<file path="src/rtl/vm_pkg.sv">
package vm_pkg;
  localparam int ENTRY_BYTES = 16;
  localparam int ENTRY_BITS  = ENTRY_BYTES * 8;
  // field positions inside one packed entry
  localparam int F_ADDR_LO = 0;
  localparam int F_ADDR_HI = 32;
  localparam int F_DATA    = 64;
  localparam int F_VCTL    = 96;

  typedef enum logic [1:0] {SZ_B1 = 2'd0, SZ_B2 = 2'd1, SZ_B4 = 2'd2, SZ_B8 = 2'd3} acc_size_e;

  function automatic logic [4:0] size_bytes(input logic [1:0] code);
    return 5'd1 << code;
  endfunction
endpackage

</file>
<file path="src/rtl/vm_cap.sv">
module vm_cap #(
  parameter int          NUM_VEC  = 8,
  parameter logic [7:0]  CAP_ID   = 8'h11,
  parameter logic [7:0]  NEXT_PTR = 8'h00,
  parameter logic [2:0]  TBL_BIR  = 3'd2,
  parameter logic [31:0] TBL_OFF  = 32'h0000_2000,
  parameter logic [2:0]  PBA_BIR  = 3'd3,
  parameter logic [31:0] PBA_OFF  = 32'h0000_3004
) (
  input  logic       clk,
  input  logic       rst_n,
  input  logic       cfg_we,
  input  logic [3:0] cfg_addr,
  input  logic [7:0] cfg_wdata,
  output logic [7:0] cfg_rdata,
  output logic       ctl_en,
  output logic       ctl_fmask
);
  localparam logic [10:0] SIZE_M1 = 11'(NUM_VEC - 1);
  localparam logic [31:0] TBL_LOC = {TBL_OFF[31:3], TBL_BIR};
  localparam logic [31:0] PBA_LOC = {PBA_OFF[31:3], PBA_BIR};

  logic [15:0] ctl_word;
  assign ctl_word = {ctl_en, ctl_fmask, 3'b000, SIZE_M1};

  always_ff @(posedge clk) begin
    if (!rst_n) begin
      ctl_en    <= 1'b0;
      ctl_fmask <= 1'b0;
    end else if (cfg_we && cfg_addr == 4'd3) begin
      ctl_en    <= cfg_wdata[7];
      ctl_fmask <= cfg_wdata[6];
    end
  end

  always_comb begin
    case (cfg_addr)
      4'd0:    cfg_rdata = CAP_ID;
      4'd1:    cfg_rdata = NEXT_PTR;
      4'd2:    cfg_rdata = ctl_word[7:0];
      4'd3:    cfg_rdata = ctl_word[15:8];
      4'd4:    cfg_rdata = TBL_LOC[7:0];
      4'd5:    cfg_rdata = TBL_LOC[15:8];
      4'd6:    cfg_rdata = TBL_LOC[23:16];
      4'd7:    cfg_rdata = TBL_LOC[31:24];
      4'd8:    cfg_rdata = PBA_LOC[7:0];
      4'd9:    cfg_rdata = PBA_LOC[15:8];
      4'd10:   cfg_rdata = PBA_LOC[23:16];
      4'd11:   cfg_rdata = PBA_LOC[31:24];
      default: cfg_rdata = 8'hFF;
    endcase
  end

  // writes away from offset 3 leave the control state alone
  a_r2_other_offsets_ignored: assert property (@(posedge clk) disable iff (!rst_n)
    (cfg_we && cfg_addr != 4'd3) |=> ($stable(ctl_en) && $stable(ctl_fmask)));
endmodule

</file>
<file path="src/rtl/vm_store.sv">
module vm_store
  import vm_pkg::*;
#(
  parameter int NUM_VEC = 8,
  parameter int IDX_W   = $clog2(NUM_VEC),
  parameter int MEM_AW  = IDX_W + 4
) (
  input  logic               clk,
  input  logic               rst_n,
  input  logic               mem_we,
  input  logic               mem_pba,
  input  logic [MEM_AW-1:0]  mem_addr,
  input  logic [1:0]         mem_size,
  input  logic [63:0]        mem_wdata,
  output logic [63:0]        mem_rdata,
  input  logic [NUM_VEC-1:0] pend_vis,
  input  logic [IDX_W-1:0]   look_idx,
  output logic [63:0]        look_addr,
  output logic [31:0]        look_data,
  output logic [NUM_VEC-1:0] vmask
);
  localparam int PBA_Q = (NUM_VEC + 63) / 64;
  localparam int PBA_W = PBA_Q * 64;

  logic [ENTRY_BITS-1:0] ent [NUM_VEC];

  logic [IDX_W-1:0]  idx;
  logic [3:0]        off;
  logic [4:0]        nbytes;
  logic              straddle;
  logic              in_range;
  logic [8:0]        lanes9;
  logic [63:0]       lane_mask;
  logic [ENTRY_BITS-1:0] shifted;
  logic [PBA_W-1:0]  pba_pad;
  logic [MEM_AW-4:0] qsel;

  assign idx      = mem_addr[MEM_AW-1:4];
  assign off      = mem_addr[3:0];
  assign nbytes   = size_bytes(mem_size);
  assign straddle = ({1'b0, off} + nbytes) > 5'd16;
  assign in_range = int'(idx) < NUM_VEC;
  assign lanes9   = (9'd1 << nbytes) - 9'd1;
  assign qsel     = mem_addr[MEM_AW-1:3];

  always_comb begin
    for (int b = 0; b < 8; b++) lane_mask[b*8 +: 8] = {8{lanes9[b]}};
  end

  always_comb begin
    pba_pad = '0;
    pba_pad[NUM_VEC-1:0] = pend_vis;
  end

  assign shifted = ent[idx] >> {off, 3'b000};

  always_comb begin
    if (mem_pba) begin
      mem_rdata = (int'(qsel) < PBA_Q) ? pba_pad[int'(qsel)*64 +: 64] : 64'd0;
    end else if (straddle || !in_range) begin
      mem_rdata = lane_mask;
    end else begin
      mem_rdata = shifted[63:0] & lane_mask;
    end
  end

  always_ff @(posedge clk) begin
    if (!rst_n) begin
      for (int i = 0; i < NUM_VEC; i++) ent[i] <= '0;
    end else if (mem_we && !mem_pba && !straddle && in_range) begin
      for (int b = 0; b < ENTRY_BYTES; b++) begin
        if (b >= int'(off) && b < int'(off) + int'(nbytes))
          ent[idx][b*8 +: 8] <= mem_wdata[(b - int'(off))*8 +: 8];
      end
    end
  end

  logic [NUM_VEC*ENTRY_BITS-1:0] flat;
  for (genvar gi = 0; gi < NUM_VEC; gi++) begin : g_ent
    assign vmask[gi] = ent[gi][F_VCTL];
    assign flat[gi*ENTRY_BITS +: ENTRY_BITS] = ent[gi];
  end

  assign look_addr = {ent[look_idx][F_ADDR_HI +: 32], ent[look_idx][F_ADDR_LO +: 32]};
  assign look_data = ent[look_idx][F_DATA +: 32];

  // rejected writes leave the table untouched
  a_r6_straddle_write_ignored: assert property (@(posedge clk) disable iff (!rst_n)
    (mem_we && !mem_pba && straddle) |=> $stable(flat));
  // pending-array writes do not reach the table
  a_r12_pba_write_ignored: assert property (@(posedge clk) disable iff (!rst_n)
    (mem_we && mem_pba) |=> $stable(flat));
endmodule

</file>
<file path="src/rtl/vm_launch.sv">
module vm_launch #(
  parameter int NUM_VEC = 8,
  parameter int IDX_W   = $clog2(NUM_VEC)
) (
  input  logic               clk,
  input  logic               rst_n,
  input  logic               ctl_en,
  input  logic               ctl_fmask,
  input  logic [NUM_VEC-1:0] vmask,
  input  logic [NUM_VEC-1:0] vec_req,
  output logic [IDX_W-1:0]   look_idx,
  input  logic [63:0]        look_addr,
  input  logic [31:0]        look_data,
  output logic [NUM_VEC-1:0] pend_vis,
  output logic               msg_valid,
  input  logic               msg_ready,
  output logic [63:0]        msg_addr,
  output logic [31:0]        msg_data,
  output logic [IDX_W-1:0]   msg_vec
);
  logic [NUM_VEC-1:0] pend;
  logic [NUM_VEC-1:0] eff_mask;
  logic [NUM_VEC-1:0] dlv;
  logic [NUM_VEC-1:0] grant_oh;
  logic [IDX_W-1:0]   pick;
  logic               slot_free;
  logic               fire;

  assign eff_mask  = {NUM_VEC{ctl_fmask}} | vmask;
  assign dlv       = pend & ~eff_mask & {NUM_VEC{ctl_en}};
  assign pend_vis  = pend & eff_mask & {NUM_VEC{ctl_en}};
  assign slot_free = !msg_valid || msg_ready;
  assign fire      = slot_free && (|dlv);
  assign look_idx  = pick;
  assign grant_oh  = fire ? (NUM_VEC'(1) << pick) : '0;

  always_comb begin
    pick = '0;
    for (int i = NUM_VEC - 1; i >= 0; i--) if (dlv[i]) pick = IDX_W'(i);
  end

  always_ff @(posedge clk) begin
    if (!rst_n) pend <= '0;
    else if (!ctl_en) pend <= '0;
    else pend <= (pend & ~grant_oh) | vec_req;
  end

  always_ff @(posedge clk) begin
    if (!rst_n) begin
      msg_valid <= 1'b0;
      msg_addr  <= '0;
      msg_data  <= '0;
      msg_vec   <= '0;
    end else if (fire) begin
      msg_valid <= 1'b1;
      msg_addr  <= look_addr;
      msg_data  <= look_data;
      msg_vec   <= pick;
    end else if (msg_ready) begin
      msg_valid <= 1'b0;
    end
  end

  // stalled message holds its fields
  a_r11_hold_under_stall: assert property (@(posedge clk) disable iff (!rst_n)
    (msg_valid && !msg_ready) |=> (msg_valid && $stable(msg_addr) && $stable(msg_data) && $stable(msg_vec)));
  // a freshly loaded message belongs to a vector that was deliverable
  a_r7_from_deliverable: assert property (@(posedge clk) disable iff (!rst_n)
    (msg_valid && (!$past(msg_valid) || $past(msg_ready))) |-> (|($past(dlv) >> msg_vec)));
  // disabled means nothing is kept pending
  a_r10_disabled_clears: assert property (@(posedge clk) disable iff (!rst_n)
    !ctl_en |=> (pend == '0));
endmodule

</file>
<file path="src/rtl/vecmsg_ctl.sv">
module vecmsg_ctl #(
  parameter int          NUM_VEC  = 8,
  parameter logic [7:0]  CAP_ID   = 8'h11,
  parameter logic [7:0]  NEXT_PTR = 8'h00,
  parameter logic [2:0]  TBL_BIR  = 3'd2,
  parameter logic [31:0] TBL_OFF  = 32'h0000_2000,
  parameter logic [2:0]  PBA_BIR  = 3'd3,
  parameter logic [31:0] PBA_OFF  = 32'h0000_3004,
  localparam int         IDX_W    = $clog2(NUM_VEC),
  localparam int         MEM_AW   = IDX_W + 4
) (
  input  logic               clk,
  input  logic               rst_n,
  input  logic               cfg_we,
  input  logic [3:0]         cfg_addr,
  input  logic [7:0]         cfg_wdata,
  output logic [7:0]         cfg_rdata,
  input  logic               mem_we,
  input  logic               mem_pba,
  input  logic [MEM_AW-1:0]  mem_addr,
  input  logic [1:0]         mem_size,
  input  logic [63:0]        mem_wdata,
  output logic [63:0]        mem_rdata,
  input  logic [NUM_VEC-1:0] vec_req,
  output logic               msg_valid,
  input  logic               msg_ready,
  output logic [63:0]        msg_addr,
  output logic [31:0]        msg_data,
  output logic [IDX_W-1:0]   msg_vec
);
  logic               ctl_en, ctl_fmask;
  logic [NUM_VEC-1:0] vmask, pend_vis;
  logic [IDX_W-1:0]   look_idx;
  logic [63:0]        look_addr;
  logic [31:0]        look_data;

  vm_cap #(
    .NUM_VEC(NUM_VEC), .CAP_ID(CAP_ID), .NEXT_PTR(NEXT_PTR),
    .TBL_BIR(TBL_BIR), .TBL_OFF(TBL_OFF), .PBA_BIR(PBA_BIR), .PBA_OFF(PBA_OFF)
  ) u_cap (
    .clk(clk), .rst_n(rst_n), .cfg_we(cfg_we), .cfg_addr(cfg_addr),
    .cfg_wdata(cfg_wdata), .cfg_rdata(cfg_rdata),
    .ctl_en(ctl_en), .ctl_fmask(ctl_fmask)
  );

  vm_store #(.NUM_VEC(NUM_VEC), .IDX_W(IDX_W), .MEM_AW(MEM_AW)) u_store (
    .clk(clk), .rst_n(rst_n), .mem_we(mem_we), .mem_pba(mem_pba),
    .mem_addr(mem_addr), .mem_size(mem_size), .mem_wdata(mem_wdata),
    .mem_rdata(mem_rdata), .pend_vis(pend_vis), .look_idx(look_idx),
    .look_addr(look_addr), .look_data(look_data), .vmask(vmask)
  );

  vm_launch #(.NUM_VEC(NUM_VEC), .IDX_W(IDX_W)) u_launch (
    .clk(clk), .rst_n(rst_n), .ctl_en(ctl_en), .ctl_fmask(ctl_fmask),
    .vmask(vmask), .vec_req(vec_req), .look_idx(look_idx),
    .look_addr(look_addr), .look_data(look_data), .pend_vis(pend_vis),
    .msg_valid(msg_valid), .msg_ready(msg_ready), .msg_addr(msg_addr),
    .msg_data(msg_data), .msg_vec(msg_vec)
  );
endmodule

</file>
<file path="config.mk">
export PLATFORM = sky130hd
export DESIGN_NAME = vecmsg_ctl
export DESIGN_NICKNAME = d
export VERILOG_FILES = /design/src/rtl/vm_pkg.sv /design/src/rtl/vm_cap.sv /design/src/rtl/vm_store.sv /design/src/rtl/vm_launch.sv /design/src/rtl/vecmsg_ctl.sv
export SDC_FILE = /design/constraint.sdc
export NUM_CORES = 2
export LEC_CHECK = 0
export BUFFER_PORTS_ARGS = -buffer_cell sky130_fd_sc_hd__buf_2
export CAP_MARGIN = 25
export CORE_AREA = 2 2 327 329
export CTS_CLUSTER_SIZE = 10
export DETAILED_ROUTE_END_ITERATION = 6
export DIE_AREA = 0 0 329 331
export HOLD_SLACK_MARGIN = 0.06
export PLACE_DENSITY_LB_ADDON = 0.25
export SLEW_MARGIN = 20
export SYNTH_ARGS = -nofsm -noshare
export SYNTH_HDL_FRONTEND = slang
export SYNTH_SLANG_ARGS = --single-unit
export TNS_END_PERCENT = 1
</file>
<file path="constraint.sdc">
create_clock -name clk -period 8.9 [get_ports clk]
set_input_delay 1.335 -clock clk [delete_from_list [all_inputs] [get_ports clk]]
set_output_delay 1.335 -clock clk [all_outputs]
set_load 0.01 [all_outputs]
</file>
# Word-level counts from Yosys, hierarchy flattened
# Memory sizes are Yosys's and may differ from the RTL's. A register that Yosys moved wholly into a read port is not among the register bits.
# Index checks and enable logic that the tools add are counted.
dict set report word_totals {
  input_bits 99
  reg_bits 14
  memories 1
  ram_bits 1024
}
# memory depth width rd rd_ports_with_merged_regs write_ports line
set memory_table {}
lappend memory_table {u_store.ent 8 128 10 1 8 vm_store.sv:25} ;# logic [ENTRY_BITS-1:0] ent [NUM_VEC];
dict set report classes {
  n_lt_le_gt_ge 33
  n_bitwise 10
  n_shift 21
  n_mux 83
  eq_ne 11
  add_sub_neg 19
  reduce_logical 30
}
# cell count
set op_table {}
lappend op_table {{$shiftx 64x32->8} 16}
lappend op_table {{$lt 5x32->1 const A} 8}
lappend op_table {{$mux 64} 3}
lappend op_table {{$lt 4x32->1 const A} 4}
lappend op_table {{$mux 128} 1}
lappend op_table {{$reduce_or 128->1} 1}
lappend op_table {{$shr 128x7->64} 1}
lappend op_table {{$mux 1} 67}
lappend op_table {{$and 64x64->64} 1}
lappend op_table {{$lt 3x32->1 const A} 2}
lappend op_table {{$pmux 8 s8} 1}
lappend op_table {{$shiftx 64x11->64} 1}
lappend op_table {{$and 8x8->8} 5}
lappend op_table {{$sub 4x4->5 const A} 8}
lappend op_table {{$lt 1x32->1 const A} 1}
lappend op_table {{$lt 2x32->1 const A} 1}
lappend op_table {{$ge 4x4->1 const A} 7}
lappend op_table {{$mux 3} 9}
lappend op_table {{$sub 3x4->5 const A} 4}
lappend op_table {{$logic_and 1x1->1} 19}
lappend op_table {{$eq 4x3->1 const B} 4}
lappend op_table {{$eq 4x4->1 const B} 4}
lappend op_table {{$ge 3x4->1 const A} 4}
lappend op_table {{$mux 16} 1}
lappend op_table {{24 further kinds} 34}

# Depth between registers and ports, before layout
# An unclocked memory read counts as a cell.
dict set report logic_depth {
  word_depth 18
  depth_mapped 16
  depth_no_buf 11
}

# By module
# Synthesis repeated with hierarchy kept, for this count alone.
dict set report hier_totals {
  cells_unflattened 5444
  area_unflattened_um2 63603.5
}
# module seq_area_each_um2 area_each_um2 cells_each n_inst
set by_module_without_submodules {}
lappend by_module_without_submodules {vm_store 30749.5 58765.1 4896 1}
lappend by_module_without_submodules {vm_launch 2162.1 4642.0 518 1}
lappend by_module_without_submodules {vm_cap 40.0 196.4 30 1}

# Worst setup path after synthesis
# Ideal clock, no wire load.
dict set report synth_path {
  path_kind {input port to output port}
  startpoint {in mem_addr[1]}
  endpoint {out mem_rdata[6]}
  path_slack_ns 2.639
  cell_stages 14
  t_arrival_ns 4.926
  n_path_buf 6
  required_time_ns 7.565
  cell_sequence {clkbuf_1 > inv_2 > buf_1 > clkbuf_1 > clkbuf_1 > fa_1 > xnor2_1 > nor3_1 > mux2i_1 > and2_1 > clkbuf_1 > clkbuf_1 > o32ai_1 > nor3_1}
}
dict set report synth_between {
  elab_chain_len 4
  word_cells_on_any_way 6
  classes_between {add/sub (1); order compare (1); shift (1); mux (2); bitwise (1)}
}
# item line
set synth_lines {}
lappend synth_lines {{start: declaration} vecmsg_ctl.sv:20} ;# input logic [MEM_AW-1:0] mem_addr,
lappend synth_lines {{$add 4x5->5 / $shr 128x7->64 (equally long branches)} {vm_store.sv:41, vm_store.sv:55}}
lappend synth_lines {{$gt 5x5->1 / $and 64x64->64 (equally long branches)} {vm_store.sv:41, vm_store.sv:63}}
lappend synth_lines {{$mux 64 (*)} vm_store.sv:60} ;# end else if (straddle || !in_range) begin
lappend synth_lines {{$mux 64 (*)} vm_store.sv:58} ;# if (mem_pba) begin
lappend synth_lines {{end: declaration} vecmsg_ctl.sv:23} ;# output logic [63:0] mem_rdata,
# Mark *: on every way between the ends. The rest lies on a longest branch, timed or not.

# Worst setup path after layout
dict set report layout_path {
  startpoint {in mem_addr[5]}
  endpoint {out mem_rdata[18]}
}
dict set report layout_between {
  elab_chain_len 5
  word_cells_on_any_way 8
  classes_between {order compare (1); shift (2); mux (3); bitwise (1); memory (1)}
}
# item line
set layout_lines {}
lappend layout_lines {{$mem_v2 8x128} -}
lappend layout_lines {{$shr 128x7->64} vm_store.sv:55} ;# assign shifted = ent[idx] >> {off, 3'b000};
lappend layout_lines {{$and 64x64->64} vm_store.sv:63} ;# mem_rdata = shifted[63:0] & lane_mask;
lappend layout_lines {{$mux 64} vm_store.sv:60}
lappend layout_lines {{$mux 64 (*)} vm_store.sv:58}
# Marks and branches as above.

==> out/qor.yml <==
drt:
  wire_per_inst_um: 35.5
  ant_nets: 0
  firstDrtPassIters: 7
  drt_iter0_drc: 10600
  vias: 55700
  wl_mm: 271
  routed_via_density: 7.31
  route.detailed.drc: 0
place:
  dp_hpwl_mm: 184
  port_buffers: 264
  gp_congestion: 1.07
  place_ws_ns: 2.19
logic_synthesis:
  syn_area_per_cell_um2: 10.5
  ys_seq_area_share_pct: 52.3
  yosysWarnings: 0
  synth_cell_type_count: 88
  synthTopCellsByArea: "edfxtp_1 (49%), nor2_1 (6.8%), mux2_2 (6.2%), nand2_1 (5.9%), mux4_2 (4.8%)"
  syn_nets: 6109
  ys_seq_elements: 1134
  ys.flop_type: "edfxtp_1"
  synth_top_area_share_pct: 48.8
  synth_edf_count: 1024
  synthesis.instances: 5987
  synth_top_cell_by_area: "edfxtp_1"
  synth_area_um2: 63000
  async_flop_share_pct: 0
global_routing:
  grt_pass1_wl_mm: 376
  antenna_found_initial: 27
  grt_overflow_total: 0
  grt_max_degree: 202
  grt_pass1_vias: 51700
  grtUsageTotal_pct: 49.0
timing:
  min_period_ns: 7.19
  hold_slack_ns: 0.448
  post-route-period-util_pct: 80.7
  fmax_ghz: 0.139
  setup_ws_ns: 1.71
  final-hold-violation-count: 0
  skew_ns: 0.0295
  tns_ns: 0
  tightestPinTransition_ns: 1.32
  setup_violations: 0
  maxSlewViolCount: 0
  grt_setup_unrepaired: "no"
  maxSlewHeadroom_pct: 12.1
pwr:
  power_density_nw_per_um2: 192
  leakagePower_nw: 24.2
  ir_worst_vdd_uv: 170
  finalPower_w: 0.0133
floorplanning:
  num_rows: 119
  dieArea_um2: 109000
  die_x_um: 329
  core-area_um2: 105000
  die_y_um: 331
  io-pin-count: 271
  initial_utilization_pct: 60.0
flow_run:
  drv_cap: 0
worst_setup_path:
  crit_slowest_cell: "nor2b_4"
  worstSetupEndpointType: "primary output"
  critPathMaxStageDelay_ns: 0.85
  cp.arrival_ns: 5.85
  critPathMaxFanout: 63
  crit_type: "in -> out"
  cp_data_required_time_ns: 7.57
  worst_setup_path_start_kind: "input port"
  critical_path.cell_chain: "buf_8 > nor2b_4 > buf_4 > a22oi_1 > o211ai_1 > o21ai_0 > mux2i_1 > a22oi_1 > a41oi_1 > buf_2"
  crit_buf_inv: 3
  cp_top_family: "compound AO/OA/AOI/OAI gates"
  path_common_cell: "a22oi_1"
cts:
  clkLatencyLatePin_ns: 0.77
  clock_sink_count: 1134
  clockBufferDepth: 3
  cts_root_buf: "clkbuf_16"
  postCtsSetupBuffers: 0
  cts_resized: 0
  cts_tree: "done"
  cts_buffers: 133
  h-tree-depth: 4
  clkSlewWorstSetupHoldPaths_ns: 0.05
  ctsHoldBuffers: 0
layout:
  multi_input_area_um2: 28300
  drive_above_1_share_pct: 19.7
  area_delta_synth_final_pct: 10.6
  nFillCells: 8018
  nNetsFinal: 6232
  utilization_pct: 66.3
  regArea_um2: 33000
run_status:
  status: "finished, final reports clean"
min_path:
  hp-class: "reg -> reg"
==> path summary, 6_finish.rpt <==
kind	startpoint	endpoint	slack, ns	depth (start not counted)
max	mem_addr[5]	mem_rdata[18]	1.71	10
min	u_launch.msg_addr[49]$_SDFFE_PN0P_	u_launch.msg_addr[49]$_SDFFE_PN0P_	0.45	2
max reg2reg	u_store.ent[6][96]$_SDFFCE_PN0P_	u_launch.msg_addr[1]$_SDFFE_PN0P_	5.00	8
min reg2reg	u_launch.msg_addr[49]$_SDFFE_PN0P_	u_launch.msg_addr[49]$_SDFFE_PN0P_	0.45	2
==> state kept, by name, summed over array words and instances, names as in the netlist <==
name and flops:
u_store.ent 1024, u_launch.msg_addr 64, u_launch.msg_data 32, u_launch.pend 8
u_launch.msg_vec 3, u_cap.ctl_en 1, u_cap.ctl_fmask 1, u_launch.msg_valid 1
==> power breakdown <==
group          total [W]  switching [W]  internal [W]
Clock            0.00504        0.00218       0.00286
Sequential       0.00618       0.000129       0.00605
Combinational    0.00212        0.00153      0.000590
==> cell usage in the layout, fill, tap and decap left out, types with 28 or more instances in the layout <==
| master | netlist | final |
|---|---|---|
| a22o_1 | 28 | 28 |
| nand2_1 | 988 | 987 |
| o221ai_1 | 29 | 29 |
| a31oi_1 | 65 | 65 |
| o211ai_1 | 189 | 189 |
| nor2_1 | 1140 | 1129 |
| mux2i_1 | 223 | 216 |
| clkbuf_1 | 268 | 82 |
| o22ai_1 | 38 | 38 |
| buf_4 | 21 | 125 |
| a21oi_1 | 103 | 102 |
| o21ai_0 | 125 | 122 |
| a221o_1 | 51 | 51 |
| nand3_1 | 265 | 265 |
| dfxtp_1 | 110 | 110 |
| a221oi_1 | 105 | 105 |
| edfxtp_1 | 1024 | 1024 |
| mux4_2 | 133 | 133 |
| a22oi_1 | 73 | 73 |
| clkbuf_16 | 0 | 136 |
| mux2_2 | 345 | 345 |
| buf_2 | 72 | 258 |
| nand2_2 | 112 | 112 |
==> stage by stage <==
| stage | cell area, um^2 | std cells |
|---|---|---|
| final | 69600 | 7615 |
| after global routing | 69600 | 7598 |
| after CTS | 69600 | 7596 |
| after detailed placement | 65700 | 7364 |
| after global placement | 65600 | 7355 |
| after floorplan | 63000 | 5987 |
==> worst min-delay path: stages, from the launching register on <==
cell and delay (ns):
dfxtp_1 0.31, nand2_1 0.05, nand3_1 0.05
==> cell families (layout without fill, tap and decap cells) <==
kind of cell	Yosys count	in the layout	synth area share [%]
buffers and inverters	447	667	3.03
DFF	1134	1134	52.3
and+or+nand+nor	2660	2660	17.5
AOI/OAI and AO/OA	1011	1011	12.1
adders and majority gates	23	23	0.469
xor gates and xnor gates	11	11	0.153
other	0	17	0
muxes	701	701	14.5
==> layout make-up <==
| class | instances | area share (%) |
|---|---|---|
| antenna | 17 | 0.0611 |
| clock buffer | 220 | 5.37 |
| clock inverter | 12 | 0.207 |
| inverter | 30 | 0.171 |
| multi-input combinational | 4406 | 40.7 |
| sequential | 1134 | 47.3 |
| tap | 1391 | 2.50 |
| timing repair buffer | 405 | 3.70 |
==> cells in the mapped netlist (8+ instances only) <==
library cell and number:
buf_6 8, and2_1 20, o22ai_1 38, nor2b_1 33, o22a_1 16, nand3b_1 8
nand2_2 112, xnor2_1 8, a21oi_1 103, a211oi_1 27, o21ai_0 125, a22o_1 28
ha_1 22, buf_2 72, or2_2 10, o221ai_1 29, nand3_1 265, mux4_2 133
a32oi_1 13, mux2i_1 223, o211ai_1 189, a21o_1 14, o21a_1 13, nand2b_1 27
a221o_1 51, buf_1 47, buf_4 21, a221oi_1 105, dfxtp_1 110, mux2_2 345
a31oi_1 65, a211o_1 14, edfxtp_1 1024, a22oi_1 73, and3_1 11, inv_1 26
nor3_1 22, nor2_1 1140, clkbuf_1 268, nand2_1 988, o2bb2ai_1 18
==> metal layers <==
| metal | vias to the layer above | GRT usage (%) | wire length [um] |
|---|---|---|---|
| met3 | 1166 | 21.0 | 47000 |
| li1 | 22400 | - | - |
| met1 | 26700 | 61.1 | 89400 |
| met5 | - | 0 | 268 |
| met4 | 32 | 33.8 | 23000 |
| met2 | 5341 | 68.8 | 111000 |
Note: power is estimated with default switching activity, not from simulation.
